<file path="src/rtl/exu_pkg.sv">
package exu_pkg;
  localparam int XLEN   = 32;
  localparam int RIDX_W = 5;
  localparam int IMM_W  = 16;
  localparam int OPC_W  = 6;
  localparam int FN_W   = 6;
  localparam int SH_W   = $clog2(XLEN);

  localparam logic [OPC_W-1:0] OPC_REG  = 6'h00;
  localparam logic [OPC_W-1:0] OPC_ADDI = 6'h08;
  localparam logic [OPC_W-1:0] OPC_SLTI = 6'h0A;
  localparam logic [OPC_W-1:0] OPC_ANDI = 6'h0C;
  localparam logic [OPC_W-1:0] OPC_ORI  = 6'h0D;

  localparam logic [FN_W-1:0] FN_SLL = 6'h00;
  localparam logic [FN_W-1:0] FN_SRL = 6'h02;
  localparam logic [FN_W-1:0] FN_ADD = 6'h20;
  localparam logic [FN_W-1:0] FN_SUB = 6'h22;
  localparam logic [FN_W-1:0] FN_AND = 6'h24;
  localparam logic [FN_W-1:0] FN_OR  = 6'h25;
  localparam logic [FN_W-1:0] FN_NOR = 6'h27;

  typedef enum logic [2:0] {
    ALU_ADD, ALU_SUB, ALU_AND, ALU_OR, ALU_NOR, ALU_SLL, ALU_SRL, ALU_SLT
  } alu_op_e;

  typedef struct packed {
    alu_op_e            op;
    logic               use_imm;
    logic               sign_ext;
    logic               legal;
    logic [RIDX_W-1:0]  dst;
  } exu_ctl_t;
endpackage

</file>
<file path="src/rtl/exu_decode.sv">
module exu_decode
  import exu_pkg::*;
(
  input  logic [OPC_W-1:0]  opcode_i,
  input  logic [FN_W-1:0]   funct_i,
  input  logic [RIDX_W-1:0] rt_i,
  input  logic [RIDX_W-1:0] rd_i,
  output exu_ctl_t          ctl_o
);
  logic reg_form;

  always_comb begin
    ctl_o          = '0;
    ctl_o.op       = ALU_ADD;
    ctl_o.legal    = 1'b1;
    reg_form       = 1'b0;
    unique case (opcode_i)
      OPC_REG: begin
        reg_form = 1'b1;
        unique case (funct_i)
          FN_ADD:  ctl_o.op = ALU_ADD;
          FN_SUB:  ctl_o.op = ALU_SUB;
          FN_AND:  ctl_o.op = ALU_AND;
          FN_OR:   ctl_o.op = ALU_OR;
          FN_NOR:  ctl_o.op = ALU_NOR;
          FN_SLL:  ctl_o.op = ALU_SLL;
          FN_SRL:  ctl_o.op = ALU_SRL;
          default: ctl_o.legal = 1'b0;
        endcase
      end
      OPC_ADDI: begin
        ctl_o.op       = ALU_ADD;
        ctl_o.use_imm  = 1'b1;
        ctl_o.sign_ext = 1'b1;
      end
      OPC_SLTI: begin
        ctl_o.op       = ALU_SLT;
        ctl_o.use_imm  = 1'b1;
        ctl_o.sign_ext = 1'b1;
      end
      OPC_ANDI: begin
        ctl_o.op      = ALU_AND;
        ctl_o.use_imm = 1'b1;
      end
      OPC_ORI: begin
        ctl_o.op      = ALU_OR;
        ctl_o.use_imm = 1'b1;
      end
      default: ctl_o.legal = 1'b0;
    endcase
    ctl_o.dst = reg_form ? rd_i : rt_i;
  end
endmodule

</file>
<file path="src/rtl/exu_operand.sv">
module exu_operand
  import exu_pkg::*;
(
  input  logic [IMM_W-1:0] imm_i,
  input  logic [XLEN-1:0]  reg_b_i,
  input  logic             use_imm_i,
  input  logic             sign_ext_i,
  output logic [XLEN-1:0]  opnd_b_o
);
  localparam int EXT_W = XLEN - IMM_W;
  logic [XLEN-1:0] imm_ext;

  always_comb begin
    imm_ext  = {{EXT_W{sign_ext_i & imm_i[IMM_W-1]}}, imm_i};
    opnd_b_o = use_imm_i ? imm_ext : reg_b_i;
  end
endmodule

</file>
<file path="src/rtl/exu_alu.sv">
module exu_alu
  import exu_pkg::*;
(
  input  alu_op_e          op_i,
  input  logic [XLEN-1:0]  a_i,
  input  logic [XLEN-1:0]  b_i,
  input  logic [SH_W-1:0]  shamt_i,
  output logic [XLEN-1:0]  y_o
);
  logic [XLEN-1:0] diff;
  logic            less;

  always_comb begin
    diff = a_i - b_i;
    less = (a_i[XLEN-1] != b_i[XLEN-1]) ? a_i[XLEN-1] : diff[XLEN-1];
    unique case (op_i)
      ALU_ADD: y_o = a_i + b_i;
      ALU_SUB: y_o = diff;
      ALU_AND: y_o = a_i & b_i;
      ALU_OR:  y_o = a_i | b_i;
      ALU_NOR: y_o = ~(a_i | b_i);
      ALU_SLL: y_o = b_i << shamt_i;
      ALU_SRL: y_o = b_i >> shamt_i;
      ALU_SLT: y_o = {{(XLEN-1){1'b0}}, less};
      default: y_o = '0;
    endcase
  end
endmodule

</file>
<file path="src/rtl/exu_core.sv">
module exu_core
  import exu_pkg::*;
(
  input  logic [31:0] instr_i,
  input  logic [31:0] src_a_i,
  input  logic [31:0] src_b_i,
  output logic [31:0] result_o,
  output logic [4:0]  dst_idx_o,
  output logic        wr_en_o,
  output logic        illegal_o
);
  exu_ctl_t        ctl;
  logic [XLEN-1:0] opnd_b;
  logic [XLEN-1:0] alu_y;
  logic [SH_W-1:0] shamt;
  logic [RIDX_W-1:0] unused_rs;

  assign shamt     = instr_i[10:6];
  assign unused_rs = instr_i[25:21];

  exu_decode u_dec (
    .opcode_i (instr_i[31:26]),
    .funct_i  (instr_i[5:0]),
    .rt_i     (instr_i[20:16]),
    .rd_i     (instr_i[15:11]),
    .ctl_o    (ctl)
  );

  exu_operand u_opnd (
    .imm_i      (instr_i[15:0]),
    .reg_b_i    (src_b_i),
    .use_imm_i  (ctl.use_imm),
    .sign_ext_i (ctl.sign_ext),
    .opnd_b_o   (opnd_b)
  );

  exu_alu u_alu (
    .op_i    (ctl.op),
    .a_i     (src_a_i),
    .b_i     (opnd_b),
    .shamt_i (shamt),
    .y_o     (alu_y)
  );

  always_comb begin
    result_o  = ctl.legal ? alu_y : '0;
    dst_idx_o = ctl.dst;
    wr_en_o   = ctl.legal && (ctl.dst != '0);
    illegal_o = !ctl.legal;
  end

  // Checks relating decode, operand and ALU outputs
  always_comb begin
    assert_no_write_r0_R11: assert (!(wr_en_o && dst_idx_o == '0))
      else $error("write enabled toward index 0");
    assert_illegal_quiet_R12: assert (!(illegal_o && (wr_en_o || result_o != '0)))
      else $error("illegal encoding still writes");
    assert_slt_bool_R9: assert (!(!illegal_o && ctl.op == ALU_SLT && result_o[XLEN-1:1] != '0))
      else $error("compare result not boolean");
    assert_sll_lowzero_R5: assert (!(ctl.op == ALU_SLL && ctl.legal &&
                                     (alu_y & ((32'd1 << shamt) - 32'd1)) != '0))
      else $error("left shift left ones in low bits");
    assert_srl_highzero_R6: assert (!(ctl.op == ALU_SRL && ctl.legal && shamt != '0 &&
                                      (alu_y >> (XLEN - int'(shamt))) != '0))
      else $error("right shift left ones in high bits");
    assert_zext_R8: assert (!(ctl.legal && ctl.use_imm && !ctl.sign_ext && ctl.op == ALU_AND &&
                              alu_y[XLEN-1:IMM_W] != '0))
      else $error("and-immediate upper half not cleared");
  end
endmodule

</file>
<file path="config.mk">
export PLATFORM = sky130hd
export DESIGN_NAME = exu_core
export DESIGN_NICKNAME = d
export VERILOG_FILES = /design/src/rtl/exu_pkg.sv /design/src/rtl/exu_decode.sv /design/src/rtl/exu_operand.sv /design/src/rtl/exu_alu.sv /design/src/rtl/exu_core.sv
export SDC_FILE = /design/constraint.sdc
export NUM_CORES = 1
export LEC_CHECK = 0
export CAP_MARGIN = 15
export CORE_MARGIN = 2
export CORE_UTILIZATION = 60
export DETAILED_ROUTE_END_ITERATION = 8
export DONT_BUFFER_PORTS = 1
export PLACE_DENSITY = 0.79
export SYNTH_ARGS = -nofsm -noshare
export SYNTH_HDL_FRONTEND = slang
export SYNTH_SLANG_ARGS = --single-unit
export TNS_END_PERCENT = 50
</file>
<file path="constraint.sdc">
create_clock -name vclk -period 6.4
set_clock_uncertainty 0.2 [all_clocks]
set_input_delay 0.96 -clock vclk [all_inputs]
set_output_delay 0.96 -clock vclk [all_outputs]
set_load 0.02 [all_outputs]
</file>
==> results of run 1 <==
## layer usage
metal | track usage | part of all wire | up-vias | wire (microns)
li1 | - | - | 5271 | -
met1 | 0.6284 | 0.37 | 5365 | 15420
met2 | 0.7136 | 0.42 | 997 | 17240
met3 | 0.07762 | 0.12 | 221 | 5161
met4 | 0.3402 | 0.089 | 0 | 3701
met5 | 0 | 0 | - | 0
## critical path, cell delays in order
cell and delay [ns]:
or3b_4 0.42, nor2_8 0.19, mux2i_2 0.13, ha_1 0.22
or4_4 0.55, o211a_4 0.26, a211oi_4 0.35, a221oi_2 0.12
o211ai_1 0.31, a21oi_1 0.11, o211ai_1 0.18, nand2_1 0.09
fa_1 0.48, nand2_1 0.04, o21ai_1 0.09, o22ai_1 0.10
o221ai_1 0.18, o221ai_1 0.15, nor3_2 0.20, buf_4 0.16
## through the flow
step / instance area [sq um] / hold slack (ns) / total power [W] / std cells
finish: 10760 / 1.921 / 0.0009462 / 1680
global route: 10760 / 1.930 / 0.001006 / 1680
detailed placement: 10660 / 1.921 / 0.0008964 / 1677
floorplan: 9515 / 1.915 / 0.0006228 / 1396
global placement: 10660 / 1.921 / 0.0008874 / 1677
CTS: 10710 / 1.921 / 0.0009094 / 1677
## what timing repair did
action,CTS,global route
hold buffers,0,0
endpoints found under the setup margin,3,8
resized for setup,11,7
gates cloned,0,0
pin swaps,6,7
setup buffers,0,3
## power by group
part	internal, W	switching (W)
clock network	0	0
logic	0.000404	0.000542
registers	0	0
total	0.000404	0.000542
## path summary, 6_finish.rpt
check / start / to / slack, ns / cells past startpoint
worst min-delay path: instr_i[12] / dst_idx_o[1] / 1.92 / 1
worst max-delay path: instr_i[30] / result_o[31] / -0.07 / 20
## layout make-up
cell class,count,area (sq um)
Fill cell,1372,4503
Inverter,106,399.1
Multi-Input combinational cell,1187,8767
Tap cell,211,264.0
Timing Repair Buffer,176,1325
## cell usage after synthesis (all sizes together), types with 7 or more instances
library cell and count:
nand2 174, a21oi 130, nor2 112, o21ai 108, inv 103, ha 95, clkbuf 80, mux2i 78
xnor2 41, a211oi 39, mux4 39, nand3 25, mux2 24, buf 23, nor3 23, a221oi 21
o221ai 18, a21o 16, and2 16, o211ai 16, o21a 15, o22ai 15, a31oi 14, nand2b 13
nor2b 12, o31ai 11, and3 10, o21bai 10, a22oi 9, nand4 9, nor4 8, nor3b 7
## cell usage in the layout (no fill, tap or decap), types with 4 or more instances in the layout
cell	Yosys	routed
mux2_2	24	24
a211o_1	5	5
o21ai_1	1	4
nor2_1	111	110
nor3_1	23	22
nand2_1	173	172
a211oi_1	39	38
a21o_1	16	16
o31a_1	5	5
ha_1	95	94
nor3b_1	6	5
nand2b_1	13	13
xor2_1	4	4
a31oi_1	14	14
nand4_1	9	9
o221ai_1	18	18
buf_4	0	175
o21a_1	15	15
o21ai_0	107	104
o21bai_1	10	10
and3_1	10	10
o211ai_1	16	16
o31ai_1	11	10
and2_1	15	14
mux2i_1	77	73
o22ai_1	15	15
a21oi_1	129	128
xnor2_1	41	41
inv_1	102	102
mux4_2	39	39
nor4_1	6	6
a22oi_1	9	9
a221oi_1	21	19
nand3_1	25	25
nor2b_1	12	12
mux2i_2	1	4
## logic make-up (layout without fill, tap and decap cells)
| group | count (synthesis) | in the layout |
|---|---|---|
| and+or+nand+nor | 429 | 429 |
| xor gates and xnor gates | 45 | 45 |
| adders and majority gates | 98 | 98 |
| AOI/OAI and AO/OA | 474 | 474 |
| buffers and inverters | 209 | 282 |
| muxes | 141 | 141 |
==> impl_summary.txt, run 1 <==
----------------------------------------------------
[Timing]
  Part of the cycle the worst path needs ... 1.011
  Final Slew Violations ... 0
  Minimum clock period after layout ... 6.467 ns
  Final hold violation count ... 0
  Transition at the pin with the smallest max-transition slack ... 1.331 ns
  Setup-failing EPs final ... 1
  RSZ-0062 raised after global routing ... true
  Relative slew margins ... 0.1116
  Final-layout setup total negative slack ... -0.06749 ns
  Setup slack of the critical path after layout ... -0.06749 ns
  Achievable clock frequency ... 154.6 MHz

[Finish]
  Clock buffer count ... 0
  Antenna diode count ... 0
  Layout cell share with drive strength beyond 1 ... 0.1892
  Final nets ... 1665
  Final design utilization ... 0.7049
  Reg area ... 0 sq um
  Layout area overhead ... 14.13%
  FFs & Latches ... 0

[Min path]
  Type of the tightest min-delay check ... in -> out

[Synth]
  Number of different library cells in the post-synthesis netlist ... 82
  Mapped Cells ... 1396
  Synth warn ... 0
  Simple-gate portion of the synthesized area ... 0.2106
  Sequential fraction of the synthesis area ... 0
  Complex-gate fraction of the synthesized area ... 0.3251
  Proportion of netlist area held by the largest area contributor ... 0.1261
  Synth Cell Area ... 9424 sq um
  Average instance area after synthesis ... 6.751 sq um
  Post-synthesis mux area share ... 0.2051
  Cell type with the highest aggregate area in the netlist ... ha_1
  Synthesized-area fraction occupied by adder cells ... 0.1325
  Fraction of synthesized cell area in xor and xnor cells ... 0.04182
  Synthesized Nets ... 1590
  Largest family of logic cells by synthesized area ... compound AO/OA/AOI/OAI gates
  Cell types occupying the most area after synthesis ... ha_1, mux4_2, mux2i_1

[Detailed routing]
  Mean number of vias per cell ... 7.056
  Average routed wire per standard cell ... 24.72 microns
  Violation count after the first detailed-routing iteration ... 1835
  Number of design rule violations left after detail routing ... 0
  Number of detailed-route iterations in the first pass ... 6
  DR vias ... 11850
  Residual antenna-violating net count after detailed routing ... 0
  Sum of routed wire length over all layers ... 41.53 mm

[Power and ir drop]
  LEAKAGE ... 4.898 nW
  Peak ir drop on the vdd network ... 0.06063 mV
  Pwr Density ... 87.97 nW/um^2

[Die]
  Die H ... 129.3 microns
  Die width ... 129.3 microns
  Die Area ... 16730 sq um
  Total number of placement rows ... 45
  Total core area ... 15260 sq um
  Initial core utilization ... 0.6176
  Number of top-level pins ... 135

[Place]
  Number of buffers inserted by port buffering ... 0
  Detail Placement HPWL ... 32.95 mm
  Worst setup slack before clock tree synthesis ... -0.2444 ns
  Placer's final routability congestion estimate ... 1.081

[Outcome]
  Status ... finished, violations left
  Violations in the final reports ... negative setup slack

[GRT]
  Global-route wire length before repair ... 62.04 mm
  Number of antenna violations at the first check in global routing ... 0
  Overall Global Routing Usage ... 0.4788
  Via count of the first global-routing pass ... 10930
  Residual overflow from global routing ... 0
  Pin count of the biggest net entering global routing ... 64

[Setup path]
  Data arrival time of the critical path ... 5.31 ns
  Required time at the endpoint of the critical path ... 5.24 ns
  Worst setup EP type ... output port
  Setup Crit Path Kind ... in -> out
  Top fanout value on the critical path ... 8
  Critical path startpoint category ... primary input

[Job]
  Maxcap violations ... 0

----------------------------------------------------
(Power assumes the default switching activity.)
==> run 2, diff against run 1 <==
Settings changed: CORE_UTILIZATION 60 to 35, PLACE_DENSITY 0.79 to not set.
==> run 2 against run 1 <==
The flow still finishes with violations (negative setup slack). Final area is 3.3% higher. Via count is 2.6% lower. Die area is 69% higher. Non-clock buffer count is 17 higher. Final cell count is 8.8% higher. Critical path depth is 3 higher. Setup slack worse by 0.0090 ns. Flip-flop and latch count stayed put. Global-route usage is 18 points lower. Count of clock-buffer cells in the layout stayed put. First-iteration DRC count is 23% lower. Worst hold slack hardly changed. Largest power group unchanged.
==> impl_summary.txt, run 2 (synthesized netlist as in run 1, its figures left out) <==
----------------------------------------------------
[Timing]
  Relative slew margins ... 0.3031 (was 0.1116)
  Tightest hold margin ... 1.921 ns (about the same)
  Achievable clock frequency ... 154.4 MHz (was 154.6 MHz)
  Final hold violation count ... 0 (unchanged)
  Final Slew Violations ... 0 (unchanged)
  Part of the cycle the worst path needs ... 1.012 (was 1.011)
  Minimum clock period after layout ... 6.476 ns (was 6.467 ns)
  Transition at the pin with the smallest max-transition slack ... 1.044 ns (was 1.331 ns)
  Setup slack of the critical path after layout ... -0.07646 ns (was -0.06749 ns)
  Setup-failing EPs final ... 1 (unchanged)
  RSZ-0062 raised after global routing ... true (unchanged)

[Power and ir drop]
  Relative contribution of the clock network to total power ... 0 (about the same)
  LEAKAGE ... 4.999 nW (was 4.898 nW)
  Sw frac ... 0.5686 (was 0.5732)
  Design internal power ... 0.0004161 W (was 0.0004038 W)
  Logic pwr share ... 1.000 (about the same)
  Sequential Power Share ... 0 (about the same)
  Peak ir drop on the vdd network ... 0.03164 mV (was 0.06063 mV)
  Switching pwr ... 0.0005485 W (was 0.0005424 W)
  Pwr Density ... 86.79 nW/um^2 (was 87.97 nW/um^2)
  Total chip power ... 0.0009646 W (was 0.0009462 W)

[Die]
  Die width ... 168.1 microns (was 129.3 microns)
  Number of top-level pins ... 135 (unchanged)
  Die H ... 168.1 microns (was 129.3 microns)
  Die Area ... 28250 sq um (was 16730 sq um)
  Total number of placement rows ... 60 (was 45)
  Initial core utilization ... 0.3526 (was 0.6176)
  Total core area ... 26730 sq um (was 15260 sq um)

[GRT]
  Global-route wire length before repair ... 66.64 mm (was 62.04 mm)
  Number of antenna violations at the first check in global routing ... 0 (unchanged)
  Pin count of the biggest net entering global routing ... 64 (unchanged)
  Via count of the first global-routing pass ... 10800 (was 10930)
  Overall Global Routing Usage ... 0.3037 (was 0.4788)
  Residual overflow from global routing ... 0 (unchanged)

[Setup path]
  Top fanout value on the critical path ... 6 (was 8)
  Setup Crit Path Kind ... in -> out (unchanged)
  Required time at the endpoint of the critical path ... 5.24 ns (about the same)
  Critical path startpoint category ... primary input (unchanged)
  Data arrival time of the critical path ... 5.32 ns (was 5.31 ns)
  Worst setup EP type ... output port (unchanged)

[Place]
  DP Cell Count ... 1820 (was 1677)
  Number of buffers inserted by port buffering ... 0 (unchanged)
  Post-detailed-placement cell area ... 10950 sq um (was 10660 sq um)
  Detail Placement HPWL ... 36.19 mm (was 32.95 mm)
  Placer's final routability congestion estimate ... 1.046 (was 1.081)

[Finish]
  Filler-free cell count of the finished design ... 1827 (was 1680)
  Most frequent standard cell in the layout excluding fill and tap cells ... buf_4 (unchanged)
  FFs & Latches ... 0 (unchanged)
  Reg area ... 0 sq um (unchanged)
  Post-route cell area ... 11110 sq um (was 10760 sq um)
  Filler cells ... 2883 (was 1372)
  Final nets ... 1682 (was 1665)
  Leading cell types in the layout, fill and taps excluded ... buf_4, nand2_1, a21oi_1, nor2_1, o21ai_0 (unchanged)
  Clock buffer count ... 0 (unchanged)
  Antenna diode count ... 0 (unchanged)
  Layout cell share with drive strength beyond 1 ... 0.2039 (was 0.1892)
  Layout area overhead ... 17.94% (was 14.13%)

[Detailed routing]
  Violation count after the first detailed-routing iteration ... 1406 (was 1835)
  Average routed wire per standard cell ... 24.53 microns (was 24.72 microns)
  Mean number of vias per cell ... 6.317 (was 7.056)
  Number of design rule violations left after detail routing ... 0 (unchanged)
  Sum of routed wire length over all layers ... 44.82 mm (was 41.53 mm)
  Number of detailed-route iterations in the first pass ... 5 (was 6)
  DR vias ... 11540 (was 11850)
  Residual antenna-violating net count after detailed routing ... 0 (unchanged)

[Outcome]
  Status ... finished, violations left (unchanged)
  Violations in the final reports ... negative setup slack (unchanged)

[Min path]
  Type of the tightest min-delay check ... in -> out (unchanged)

[Job]
  Maxcap violations ... 0 (unchanged)

[CTS]
  Total of hold buffers inserted after clock tree synthesis ... 0 (unchanged)

----------------------------------------------------
run 2: worst paths after layout:
path / startpoint / to / slack [ns] / cells after the start
setup / recovery: instr_i[31] / result_o[31] / -0.08 / 23
hold / removal: instr_i[12] / dst_idx_o[1] / 1.92 / 1
run 2: power by group through the flow:
stage	sequential, W	combinational (W)	clock, W
6_report	0	0.000965	0
5_1_grt	0	0.00103	0
3_3_place_gp	0	0.000917	0
4_1_cts	0	0.000932	0
3_5_place_dp	0	0.000917	0
2_1_floorplan	0	0.000623	0
run 2: worst max-delay path: stages:
cell and delay (ns):
or3b_4 0.42, nor2_8 0.11, buf_12 0.13, buf_4 0.11
mux2i_2 0.28, ha_1 0.24, a221oi_4 0.09, buf_4 0.15
o211a_4 0.26, a211oi_4 0.35, a221oi_2 0.13, o211ai_1 0.27
a21oi_1 0.11, o211ai_1 0.18, nand2_1 0.09, fa_1 0.49
nand2_1 0.04, o21ai_1 0.07, o22ai_1 0.09, o221ai_1 0.19
o221ai_1 0.17, nor3_2 0.20, buf_4 0.16
run 2: per-stage QoR:
step / setup TNS, ns / utilization / setup slack (ns)
finish: -0.07646 / 0.4159 / -0.07646
global route: -0.3035 / 0.4159 / -0.2821
CTS: -0.1035 / 0.4125 / -0.1035
detailed placement: -0.3685 / 0.4096 / -0.2883
global placement: -0.3428 / 0.4096 / -0.2833
floorplan: 0 / - / 0.02220
run 2: what timing repair did:
action                                 4_1_cts  5_1_grt
setup endpoints to repair                    2        7
endpoints found under the hold margin        0        0
buffers inserted                             4        3
gates cloned                                 0        0
resized for setup                           11       14
pin swaps                                   11        7
run 2: area by class of cell:
cell class                 count  area [sq um]  area share
multi-input combinational   1187          8798      0.7916
timing repair buffer         193          1490      0.1341
inverter                     106         399.1     0.03591
tap                          341         426.7     0.03839
run 2: metal layers:
metal  GRT usage  vias to the layer above  wire, microns
met4      0.1503                        0           2751
met3     0.04490                      121           4011
met2      0.4833                      629          19570
met1      0.4023                     5485          18480
met5           0                        -              0
li1            -                     5307              -
